## src/rtl/rwc_pkg.sv

```systemverilog
package rwc_pkg;
    typedef enum logic [1:0] {
        ST_IDLE   = 2'd0,
        ST_SCAN   = 2'd1,
        ST_FINISH = 2'd2
    } rwc_state_e;
endpackage

```

## src/rtl/rwc_lane_snapshot.sv

```systemverilog
module rwc_lane_snapshot #(
    parameter int LANES = 4,
    parameter int PH_W  = 4,
    parameter int DLY_W = 3,
    parameter int IDX_W = 2
) (
    input  logic                   clk,
    input  logic                   rst_n,
    input  logic                   load,
    input  logic                   mode_in,
    input  logic [LANES*PH_W-1:0]  s_ph_in,
    input  logic [LANES*DLY_W-1:0] s_dl_in,
    input  logic [LANES*PH_W-1:0]  e_ph_in,
    input  logic [LANES*DLY_W-1:0] e_dl_in,
    input  logic [IDX_W-1:0]       sel,
    output logic                   mode_q,
    output logic [PH_W-1:0]        s_ph,
    output logic [DLY_W-1:0]       s_dl,
    output logic [PH_W-1:0]        e_ph,
    output logic [DLY_W-1:0]       e_dl
);
    logic [LANES*PH_W-1:0]  s_ph_q, e_ph_q;
    logic [LANES*DLY_W-1:0] s_dl_q, e_dl_q;
    logic [PH_W-1:0]        s_ph_a [LANES];
    logic [PH_W-1:0]        e_ph_a [LANES];
    logic [DLY_W-1:0]       s_dl_a [LANES];
    logic [DLY_W-1:0]       e_dl_a [LANES];

    always_ff @(posedge clk or negedge rst_n) begin
        if (!rst_n) begin
            mode_q <= 1'b0;
            s_ph_q <= '0;
            s_dl_q <= '0;
            e_ph_q <= '0;
            e_dl_q <= '0;
        end else if (load) begin
            mode_q <= mode_in;
            s_ph_q <= s_ph_in;
            s_dl_q <= s_dl_in;
            e_ph_q <= e_ph_in;
            e_dl_q <= e_dl_in;
        end
    end

    for (genvar g = 0; g < LANES; g++) begin : g_unpack
        assign s_ph_a[g] = s_ph_q[g*PH_W +: PH_W];
        assign e_ph_a[g] = e_ph_q[g*PH_W +: PH_W];
        assign s_dl_a[g] = s_dl_q[g*DLY_W +: DLY_W];
        assign e_dl_a[g] = e_dl_q[g*DLY_W +: DLY_W];
    end

    assign s_ph = s_ph_a[sel];
    assign s_dl = s_dl_a[sel];
    assign e_ph = e_ph_a[sel];
    assign e_dl = e_dl_a[sel];
endmodule

```

## src/rtl/rwc_center_math.sv

```systemverilog
module rwc_center_math #(
    parameter int PH_W    = 4,
    parameter int DLY_W   = 3,
    parameter int MAX_DLY = 8,
    parameter int LIN_W   = 8
) (
    input  logic             half_rate_n,
    input  logic [PH_W-1:0]  s_ph,
    input  logic [DLY_W-1:0] s_dl,
    input  logic [PH_W-1:0]  e_ph,
    input  logic [DLY_W-1:0] e_dl,
    output logic [PH_W-1:0]  c_ph,
    output logic [DLY_W-1:0] c_dl,
    output logic             bad
);
    localparam logic [LIN_W-1:0] STEP = LIN_W'(MAX_DLY);

    logic [PH_W-1:0]  s_ph_c, e_ph_c, ph_lin;
    logic [LIN_W-1:0] s_lin, e_lin, mid;

    always_comb begin
        s_ph_c = (half_rate_n && (s_ph > PH_W'(1))) ? s_ph - PH_W'(2) : s_ph;
        e_ph_c = (half_rate_n && (e_ph > PH_W'(1))) ? e_ph - PH_W'(2) : e_ph;
        s_lin  = LIN_W'(s_ph_c) * STEP + LIN_W'(s_dl);
        e_lin  = LIN_W'(e_ph_c) * STEP + LIN_W'(e_dl);
        bad    = e_lin < s_lin;
        mid    = bad ? s_lin : (((e_lin - s_lin) >> 1) + s_lin);
        ph_lin = PH_W'(mid / STEP);
        if (bad) begin
            c_ph = '0;
            c_dl = '0;
        end else begin
            c_ph = (half_rate_n && (ph_lin > PH_W'(1))) ? ph_lin + PH_W'(2) : ph_lin;
            c_dl = DLY_W'(mid % STEP);
        end
    end
endmodule

```

## src/rtl/rwc_result_bank.sv

```systemverilog
module rwc_result_bank #(
    parameter int LANES = 4,
    parameter int PH_W  = 4,
    parameter int DLY_W = 3,
    parameter int IDX_W = 2
) (
    input  logic                   clk,
    input  logic                   rst_n,
    input  logic                   wr_en,
    input  logic [IDX_W-1:0]       wr_idx,
    input  logic [PH_W-1:0]        wr_ph,
    input  logic [DLY_W-1:0]       wr_dl,
    input  logic                   wr_bad,
    output logic [LANES*PH_W-1:0]  ph_out,
    output logic [LANES*DLY_W-1:0] dl_out,
    output logic [LANES-1:0]       err_out
);
    for (genvar g = 0; g < LANES; g++) begin : g_lane
        always_ff @(posedge clk or negedge rst_n) begin
            if (!rst_n) begin
                ph_out[g*PH_W +: PH_W]   <= '0;
                dl_out[g*DLY_W +: DLY_W] <= '0;
                err_out[g]               <= 1'b0;
            end else if (wr_en && (wr_idx == IDX_W'(g))) begin
                ph_out[g*PH_W +: PH_W]   <= wr_ph;
                dl_out[g*DLY_W +: DLY_W] <= wr_dl;
                err_out[g]               <= wr_bad;
            end
        end
    end
endmodule

```

## src/rtl/rwc_window_center.sv

```systemverilog
module rwc_window_center #(
    parameter int LANES    = 4,
    parameter int PH_W     = 4,
    parameter int MAX_DLY  = 8,
    parameter int MIN_SEED = 10,
    localparam int DLY_W   = (MAX_DLY > 1) ? $clog2(MAX_DLY) : 1,
    localparam int IDX_W   = (LANES > 1) ? $clog2(LANES) : 1,
    localparam int LIN_W   = PH_W + DLY_W + 1
) (
    input  logic                   clk,
    input  logic                   rst_n,
    input  logic                   start,
    input  logic                   half_rate_n,
    input  logic [LANES*PH_W-1:0]  ws_phase,
    input  logic [LANES*DLY_W-1:0] ws_delay,
    input  logic [LANES*PH_W-1:0]  we_phase,
    input  logic [LANES*DLY_W-1:0] we_delay,
    output logic                   busy,
    output logic                   done,
    output logic [LANES*PH_W-1:0]  ctr_phase,
    output logic [LANES*DLY_W-1:0] ctr_delay,
    output logic [LANES-1:0]       lane_err,
    output logic [PH_W-1:0]        min_phase
);
    import rwc_pkg::*;

    localparam logic [IDX_W-1:0] LAST_IDX = IDX_W'(LANES - 1);
    localparam logic [PH_W-1:0]  SEED     = PH_W'(MIN_SEED);

    rwc_state_e       state_q, state_nx;
    logic [IDX_W-1:0] idx_q;
    logic             load, scan_we;
    logic             mode_q;
    logic [PH_W-1:0]  s_ph, e_ph, c_ph, min_q;
    logic [DLY_W-1:0] s_dl, e_dl, c_dl;
    logic             c_bad;

    // state register
    always_ff @(posedge clk or negedge rst_n) begin
        if (!rst_n) state_q <= ST_IDLE;
        else        state_q <= state_nx;
    end

    // transitions
    always_comb begin
        state_nx = state_q;
        unique case (state_q)
            ST_IDLE:   if (start) state_nx = ST_SCAN;
            ST_SCAN:   if (idx_q == LAST_IDX) state_nx = ST_FINISH;
            ST_FINISH: state_nx = ST_IDLE;
            default:   state_nx = ST_IDLE;
        endcase
    end

    // outputs decoded from state
    always_comb begin
        busy    = 1'b0;
        done    = 1'b0;
        scan_we = 1'b0;
        load    = 1'b0;
        unique case (state_q)
            ST_IDLE:   load = start;
            ST_SCAN:   begin busy = 1'b1; scan_we = 1'b1; end
            ST_FINISH: begin busy = 1'b1; done = 1'b1; end
            default:   ;
        endcase
    end

    // lane index and running minimum
    always_ff @(posedge clk or negedge rst_n) begin
        if (!rst_n) begin
            idx_q <= '0;
            min_q <= SEED;
        end else begin
            if (load) begin
                idx_q <= '0;
                min_q <= SEED;
            end else if (scan_we) begin
                idx_q <= idx_q + IDX_W'(1);
                if (!c_bad && (c_ph < min_q)) min_q <= c_ph;
            end
        end
    end

    assign min_phase = min_q;

    rwc_lane_snapshot #(
        .LANES(LANES), .PH_W(PH_W), .DLY_W(DLY_W), .IDX_W(IDX_W)
    ) u_snap (
        .clk(clk), .rst_n(rst_n), .load(load), .mode_in(half_rate_n),
        .s_ph_in(ws_phase), .s_dl_in(ws_delay),
        .e_ph_in(we_phase), .e_dl_in(we_delay),
        .sel(idx_q), .mode_q(mode_q),
        .s_ph(s_ph), .s_dl(s_dl), .e_ph(e_ph), .e_dl(e_dl)
    );

    rwc_center_math #(
        .PH_W(PH_W), .DLY_W(DLY_W), .MAX_DLY(MAX_DLY), .LIN_W(LIN_W)
    ) u_math (
        .half_rate_n(mode_q), .s_ph(s_ph), .s_dl(s_dl),
        .e_ph(e_ph), .e_dl(e_dl),
        .c_ph(c_ph), .c_dl(c_dl), .bad(c_bad)
    );

    rwc_result_bank #(
        .LANES(LANES), .PH_W(PH_W), .DLY_W(DLY_W), .IDX_W(IDX_W)
    ) u_bank (
        .clk(clk), .rst_n(rst_n), .wr_en(scan_we), .wr_idx(idx_q),
        .wr_ph(c_ph), .wr_dl(c_dl), .wr_bad(c_bad),
        .ph_out(ctr_phase), .dl_out(ctr_delay), .err_out(lane_err)
    );
endmodule

```

## config.mk

```make
export PLATFORM = sky130hd
export DESIGN_NAME = rwc_window_center
export DESIGN_NICKNAME = d
export VERILOG_FILES = /design/src/rtl/rwc_pkg.sv /design/src/rtl/rwc_lane_snapshot.sv /design/src/rtl/rwc_center_math.sv /design/src/rtl/rwc_result_bank.sv /design/src/rtl/rwc_window_center.sv
export SDC_FILE = /design/constraint.sdc
export NUM_CORES = 1
export LEC_CHECK = 0
export CORE_MARGIN = 1
export CORE_UTILIZATION = 40
export CTS_CLUSTER_DIAMETER = 80
export DETAILED_ROUTE_END_ITERATION = 8
export HOLD_SLACK_MARGIN = 0.15
export PLACE_DENSITY = 0.64
export SETUP_SLACK_MARGIN = 0.4
export SYNTH_ARGS = -nofsm -noshare
export SYNTH_HDL_FRONTEND = slang
export SYNTH_SLANG_ARGS = --single-unit
```

## constraint.sdc

```tcl
create_clock -name clk -period 6.85 [get_ports clk]
set_clock_uncertainty 0.1 [all_clocks]
set_input_delay 1.7125 -clock clk [delete_from_list [all_inputs] [get_ports clk]]
set_output_delay 1.7125 -clock clk [all_outputs]
set_load 0.02 [all_outputs]
```

==> results.sh, run 1 <==
export IMPL_hold_depth=2
export IMPL_cp_startpoint="idx_q[1]$_DFFE_PN0P_"
export IMPL_synthSimpleGateAreaFrac=0.09233
export IMPL_grt_max_degree=63
export IMPL_clkTransAtPathRegs_ps=70
export IMPL_worst_setup_path_start_kind="register"
export IMPL_fin_crit_ps=5979
export IMPL_yosysMostFrequentCell="dfrtp_1"
export IMPL_endpoint_kind="register"
export IMPL_cts_htree_levels=3
export IMPL_first_global_vias=3854
export IMPL_r2r_start="idx_q[1]$_DFFE_PN0P_"
export IMPL_yosysUniqueCellTypes=61
export IMPL_postSynth_asyncResetShare=1.000
export IMPL_hold_violations=0
export IMPL_synth_compound_area_share=0.1340
export IMPL_portBuffers=97
export IMPL_ant_nets=0
export IMPL_final_period_utilization=0.8729
export IMPL_fp_row_count=41
export IMPL_layout_nets=652
export IMPL_ys_flop_type="dfrtp_1"
export IMPL_grt_pass1_wl_um=19390
export IMPL_cts_buffers=9
export IMPL_synth_largest_area_cell="dfrtp_1"
export IMPL_synth_top_family_by_area="multiplexers"
export IMPL_reg2reg_to="min_phase[0]$_DFFE_PN0P_"
export IMPL_ys_ff_latch=97
export IMPL_endpoint="min_phase[0]$_DFFE_PN0P_"
export IMPL_critPathKind="register to register"
export IMPL_diodes=0
export IMPL_fillCellCount=1108
export IMPL_synth_mux_area_frac=0.1880
export IMPL_worst_pin_slew_ps=797.2
export IMPL_grt_setup_unrepaired="false"
export IMPL_finalMaxSlewViolations=0
export IMPL_avgViaCountPerCell=5.307
export IMPL_clkSinkCount=97
export IMPL_synth_top_area_share=0.4498
export IMPL_core_sq_um=12770
export IMPL_synth_cells=467
export IMPL_syn_cell_area_sq_um=5285
export IMPL_status="complete, no violations"
export IMPL_antenna_found_initial=0
export IMPL_yosys_top_cells_count="95 x dfrtp_1, 57 x nand2_1, 56 x mux2_2"
export IMPL_rr_worst_depth=24
export IMPL_wl_per_cell_um=16.20
export IMPL_via_count=3938
export IMPL_critPathArrivalTime_ps=6160
export IMPL_ys_seq_area_frac=0.4598
export IMPL_clockBufferDepth=2
export IMPL_cts_tree="yes"
export IMPL_dp_hpwl_um=8990
export IMPL_worstSkewPairLatency_ps=360
export IMPL_reg2reg_slack_ps=870
export IMPL_die_y_um=116.9
export IMPL_initial_core_util=0.4138
export IMPL_min_path_type="register to register"
export IMPL_synth_avg_cell_area_sq_um=11.32
export IMPL_synth_area_leaders="dfrtp_1 45%, mux2_2 12%, ha_1 5.9%"
export IMPL_yosys_warnings=0
export IMPL_crit_fanout=14
export IMPL_die_area_sq_um=13680
export IMPL_synth_xor_area_frac=0.01657
export IMPL_finalSetupTns_ps=0
export IMPL_root_buffer="clkbuf_16"
export IMPL_syn_to_final_growth_pct=28.57
export IMPL_grt_use_total=0.1883
export IMPL_syn_nets=554
export IMPL_die_w_um=116.9
export IMPL_grt_overflow_total=0
export IMPL_drive_gt1_frac=0.2175
export IMPL_firstDrtPassIters=4
export IMPL_drc=0
export IMPL_finalSetupViolCount=0
export IMPL_drv_cap=0
export IMPL_gp_congestion=0.8255
export IMPL_io_pins=98
export IMPL_required_ps=7030
export IMPL_synth_fa_ha_area_frac=0.07102
export IMPL_synth_edf_count=0
export IMPL_wl_um=12020
export IMPL_drtIter0Drc=245
export IMPL_max_freq_mhz=167.2
export IMPL_maxSlewHeadroom=0.4647
-- kinds of logic (layout without fill, tap and decap cells) --
group                      after synthesis  count (layout)
AOI/OAI and AO/OA                      103             103
muxes                                   73              73
adders and majority gates               29              29
DFF                                     97              97
buffers and inverters                   47             150
and+or+nand+nor                        108             108
xor gates and xnor gates                10              10
-- registers in the layout, indices dropped and copies added, names as in the netlist --
signal and flops:
u_snap.e_dl_q 12, min_phase 4, u_snap.s_ph_q 16, u_snap.s_dl_q 12
u_snap.e_ph_q 16, u_snap.mode_q 1, u_bank.err_out 4, state_q 2
u_bank.dl_out 12, idx_q 2, u_bank.ph_out 16
-- critical path, stage by stage, from the launching register on --
cell and delay, ps:
dfrtp_2 580, buf_4 220, mux4_2 530, inv_1 100
ha_1 220, a22oi_1 210, ha_1 380, o21a_1 280
a21oi_1 100, ha_1 340, inv_1 80, a2111o_1 370
o311ai_2 140, nand2_1 100, o21ai_0 90, ha_1 260
nor2b_1 130, nand4_1 210, nand2_1 80, ha_1 280
o21ai_0 160, a21oi_1 90, nor4b_2 410, mux2_1 360
nor2_1 80
-- placed cells by master (no fill, tap or decap), types with 3 or more instances in the layout --
cell type,count
mux4_2,14
clkbuf_16,9
o211ai_1,4
dfrtp_1,93
nor2_1,16
a21oi_1,17
nand3_1,7
buf_4,12
a21o_1,4
ha_1,25
nand2b_1,4
o21ai_0,29
o21a_1,6
inv_1,23
nor3_1,6
xnor2_1,8
clkdlybuf4s50_1,96
a211oi_1,3
nand2_1,57
mux2_2,56
o31ai_1,12
-- worst min-delay path by stage --
stage                                   from                             to  slack (ps)
4_1_cts         u_bank.ph_out[0]$_DFFE_PN0P_   u_bank.ph_out[0]$_DFFE_PN0P_         380
2_1_floorplan   u_snap.e_dl_q[3]$_DFFE_PN0P_   u_snap.e_dl_q[3]$_DFFE_PN0P_         370
3_5_place_dp   u_bank.dl_out[10]$_DFFE_PN0P_  u_bank.dl_out[10]$_DFFE_PN0P_         370
3_3_place_gp    u_bank.ph_out[8]$_DFFE_PN0P_   u_bank.ph_out[8]$_DFFE_PN0P_         360
5_1_grt         u_bank.ph_out[1]$_DFFE_PN0P_   u_bank.ph_out[1]$_DFFE_PN0P_         400
6_report       u_bank.dl_out[10]$_DFFE_PN0P_  u_bank.dl_out[10]$_DFFE_PN0P_         380
-- stage by stage --
step | instance area [sq um] | hold slack (ps) | cells | setup WS, ps | util
CTS | 6689 | 384.7 | 735 | 401.2 | 0.5237
global placement | 6399 | 363.0 | 719 | 419.1 | 0.5009
floorplan | 5285 | 372.0 | 467 | 943.2 | -
finish | 6795 | 378.8 | 742 | 870.8 | 0.5320
detailed placement | 6399 | 370.1 | 719 | 208.8 | 0.5009
global route | 6795 | 401.9 | 742 | 419.2 | 0.5320
-- routing by layer --
metal / track usage / up-vias / share of wire
li1: - / 1880 / -
met1: 0.2524 / 1927 / 0.47
met2: 0.3037 / 117 / 0.47
met3: 0.03965 / 14 / 0.044
met4: 0.06582 / 0 / 0.014
met5: 0 / - / 0
-- timing repair --
action,in CTS,in global routing
gates cloned,0,0
endpoints found under the hold margin,0,0
buffers inserted,0,7
pin swaps,0,4
gates resized for setup,3,15
endpoints found under the setup margin,4,4
hold buffers,0,0
-- cell type report --
class	instances	area, sq um	share of cell area
Sequential cell	97	2432	0.3579
Timing Repair Buffer	109	1066	0.1569
Clock buffer	13	260.3	0.03830
Tap cell	172	215.2	0.03167
Inverter	25	93.84	0.01381
Clock inverter	3	22.52	0.003314
Multi-Input combinational cell	323	2705	0.3981
Power of run 1 is not shown: default switching activity piles up to over one toggle a cycle in this logic, so the estimate is an artifact.
==> inputs of run 2 (changes only) <==
--- a/config.mk
+++ b/config.mk
@@ -10,7 +10,7 @@
 export CTS_CLUSTER_DIAMETER = 80
 export DETAILED_ROUTE_END_ITERATION = 8
 export HOLD_SLACK_MARGIN = 0.15
-export PLACE_DENSITY = 0.64
+export PLACE_DENSITY = 0.66
 export SETUP_SLACK_MARGIN = 0.4
 export SYNTH_ARGS = -nofsm -noshare
 export SYNTH_HDL_FRONTEND = slang
==> constraint.sdc (replaced) <==
create_clock -name clk -period 5 [get_ports clk]
set_clock_uncertainty 0.1 [all_clocks]
set_input_delay 1.25 -clock clk [delete_from_list [all_inputs] [get_ports clk]]
set_output_delay 1.25 -clock clk [all_outputs]
set_load 0.02 [all_outputs]
==> results.sh, run 2 (same netlist as run 1, synthesis figures left out) <==
export IMPL_status="finished with violations"
export IMPL_violations="negative setup slack"
export IMPL_hold_depth=2
export IMPL_critPathArrivalTime_ps=5700
export IMPL_required_ps=5190
export IMPL_worst_setup_path_start_kind="register"
export IMPL_drtIter0Drc=211
export IMPL_wl_um=12650
export IMPL_min_path_type="register to register"
export IMPL_worst_pin_slew_ps=964.3
export IMPL_grtUsageMet1=0.2456
export IMPL_grt_max_degree=78
export IMPL_via_count=4206
export IMPL_mostFrequentLayoutCells="96 x clkdlybuf4s50_1, 94 x dfrtp_1, 76 x buf_4, 56 x mux2_2, 53 x nand2_1"
export IMPL_busiest_layer="met2"
export IMPL_cts_htree_levels=3
export IMPL_grt_use_total=0.1962
export IMPL_firstDrtPassIters=5
export IMPL_critPathKind="register to register"
export IMPL_diodes=0
export IMPL_ant_nets=0
export IMPL_reg_top3="u_bank.ph_out (16), u_snap.e_ph_q (16), u_snap.s_ph_q (16)"
export IMPL_syn_to_final_growth_pct=44.89
export IMPL_die_y_um=116.9
export IMPL_root_buffer="clkbuf_16"
export IMPL_finalSetupViolCount=4
export IMPL_drive_gt1_frac=0.3775
export IMPL_avgViaCountPerCell=5.173
export IMPL_hp_start="u_bank.ph_out[7]$_DFFE_PN0P_"
export IMPL_antenna_found_initial=0
export IMPL_use_met2=0.3424
export IMPL_worstSkewPairLatency_ps=350
export IMPL_layout_nets=723
export IMPL_max_freq_mhz=181.3
export IMPL_fillCellCount=1025
export IMPL_rr_worst_depth=25
export IMPL_met3_usage=0.04222
export IMPL_clkSinkCount=97
export IMPL_min_to="u_bank.ph_out[7]$_DFFE_PN0P_"
export IMPL_final_period_utilization=1.103
export IMPL_grt_pass1_wl_um=20560
export IMPL_first_global_vias=4306
export IMPL_cts_buffers=9
export IMPL_endpoint_kind="register"
export IMPL_portBuffers=97
export IMPL_gp_congestion=0.8007
export IMPL_cp_slowest_stage_delay_ps=550
export IMPL_clockBufferDepth=2
export IMPL_grt_setup_unrepaired="true"
export IMPL_core_sq_um=12770
export IMPL_wl_per_cell_um=15.56
export IMPL_initial_core_util=0.4138
export IMPL_fp_row_count=41
export IMPL_maxSlewHeadroom=0.3571
export IMPL_hold_violations=0
export IMPL_fin_crit_ps=5514
export IMPL_die_area_sq_um=13680
export IMPL_setup_slack_ps=-514.4
export IMPL_dp_hpwl_um=9570
export IMPL_cts_tree="yes"
export IMPL_finalMaxSlewViolations=0
export IMPL_drv_cap=0
export IMPL_final_common_cell="clkdlybuf4s50_1"
export IMPL_io_pins=98
export IMPL_die_w_um=116.9
export IMPL_crit_fanout=4
export IMPL_cpMaxStageDelayCell="mux4_2"
export IMPL_cp_startpoint="idx_q[0]$_DFFE_PN0P_"
export IMPL_reg2reg_slack_ps=-510
export IMPL_fin_util=0.5995
export IMPL_reg2reg_to="min_phase[0]$_DFFE_PN0P_"
export IMPL_drc=0
export IMPL_place_ws_ps=-661.1
export IMPL_grt_overflow_total=0
export IMPL_clkTransAtPathRegs_ps=60
export IMPL_r2r_start="idx_q[0]$_DFFE_PN0P_"
[run 2: changes by cell type in the layout (fill, tap and decap cells not counted), sizes merged]
| cell | before | now |
|---|---|---|
| buf | 13 | 84 |
| clkbuf | 13 | 11 |
| clkinvlp | 0 | 2 |
[run 2: repair_timing]
action	4_1_cts	5_1_grt
endpoints found under the setup margin	8	16
pin swaps	15	38
resized for setup	13	42
hold buffers	0	0
setup buffers	7	8
[run 2: final cells by class]
cell class / instances / area, sq um / area share
Multi-Input combinational cell: 323 / 2984 / 0.3897
Sequential cell: 97 / 2431 / 0.3175
Timing Repair Buffer: 180 / 1643 / 0.2145
Clock buffer: 11 / 252.7 / 0.03301
Tap cell: 172 / 215.2 / 0.02810
Inverter: 25 / 93.84 / 0.01225
Clock inverter: 5 / 37.54 / 0.004902
[run 2: layer usage]
layer  vias up  part of all wire
met2       119              0.51
met5         -                 0
met1      2049              0.44
li1       2025                 -
met3        13             0.044
met4         0             0.011
[run 2: through the flow]
step                      area, sq um  std cells  hold slack, ps  TNS [ps]
final                            7657        813           372.1     -1946
after global routing             7657        813           406.3     -2876
after CTS                        7395        805           379.4     -1938
after detailed placement         6985        782           365.1     -2333
after global placement           6985        782           360.7     -1988
after floorplan                  5393        467           375.2     -1557
[run 2: worst max-delay path by stage]
stage	endpoint	slack [ps]	depth (start not counted)
detailed placement	min_phase[3]$_DFFE_PN1P_	-660	20
finish	min_phase[0]$_DFFE_PN0P_	-510	25
global placement	min_phase[3]$_DFFE_PN1P_	-560	20
CTS	min_phase[3]$_DFFE_PN1P_	-520	26
global route	min_phase[0]$_DFFE_PN0P_	-750	27
floorplan	min_phase[3]$_DFFE_PN1P_	-520	26
[run 2: worst max-delay path: cells and delay by family, from the launching register on]
family	cells	cell delay [ps]
adder cells (fa/ha/maj)	3	970
AND/OR/NAND/NOR	7	1250
flip-flops	1	430
AO/OA/AOI/OAI	10	1490
multiplexers	2	880
buffers and inverters	3	330
Power of run 2 is left out for the same reason.
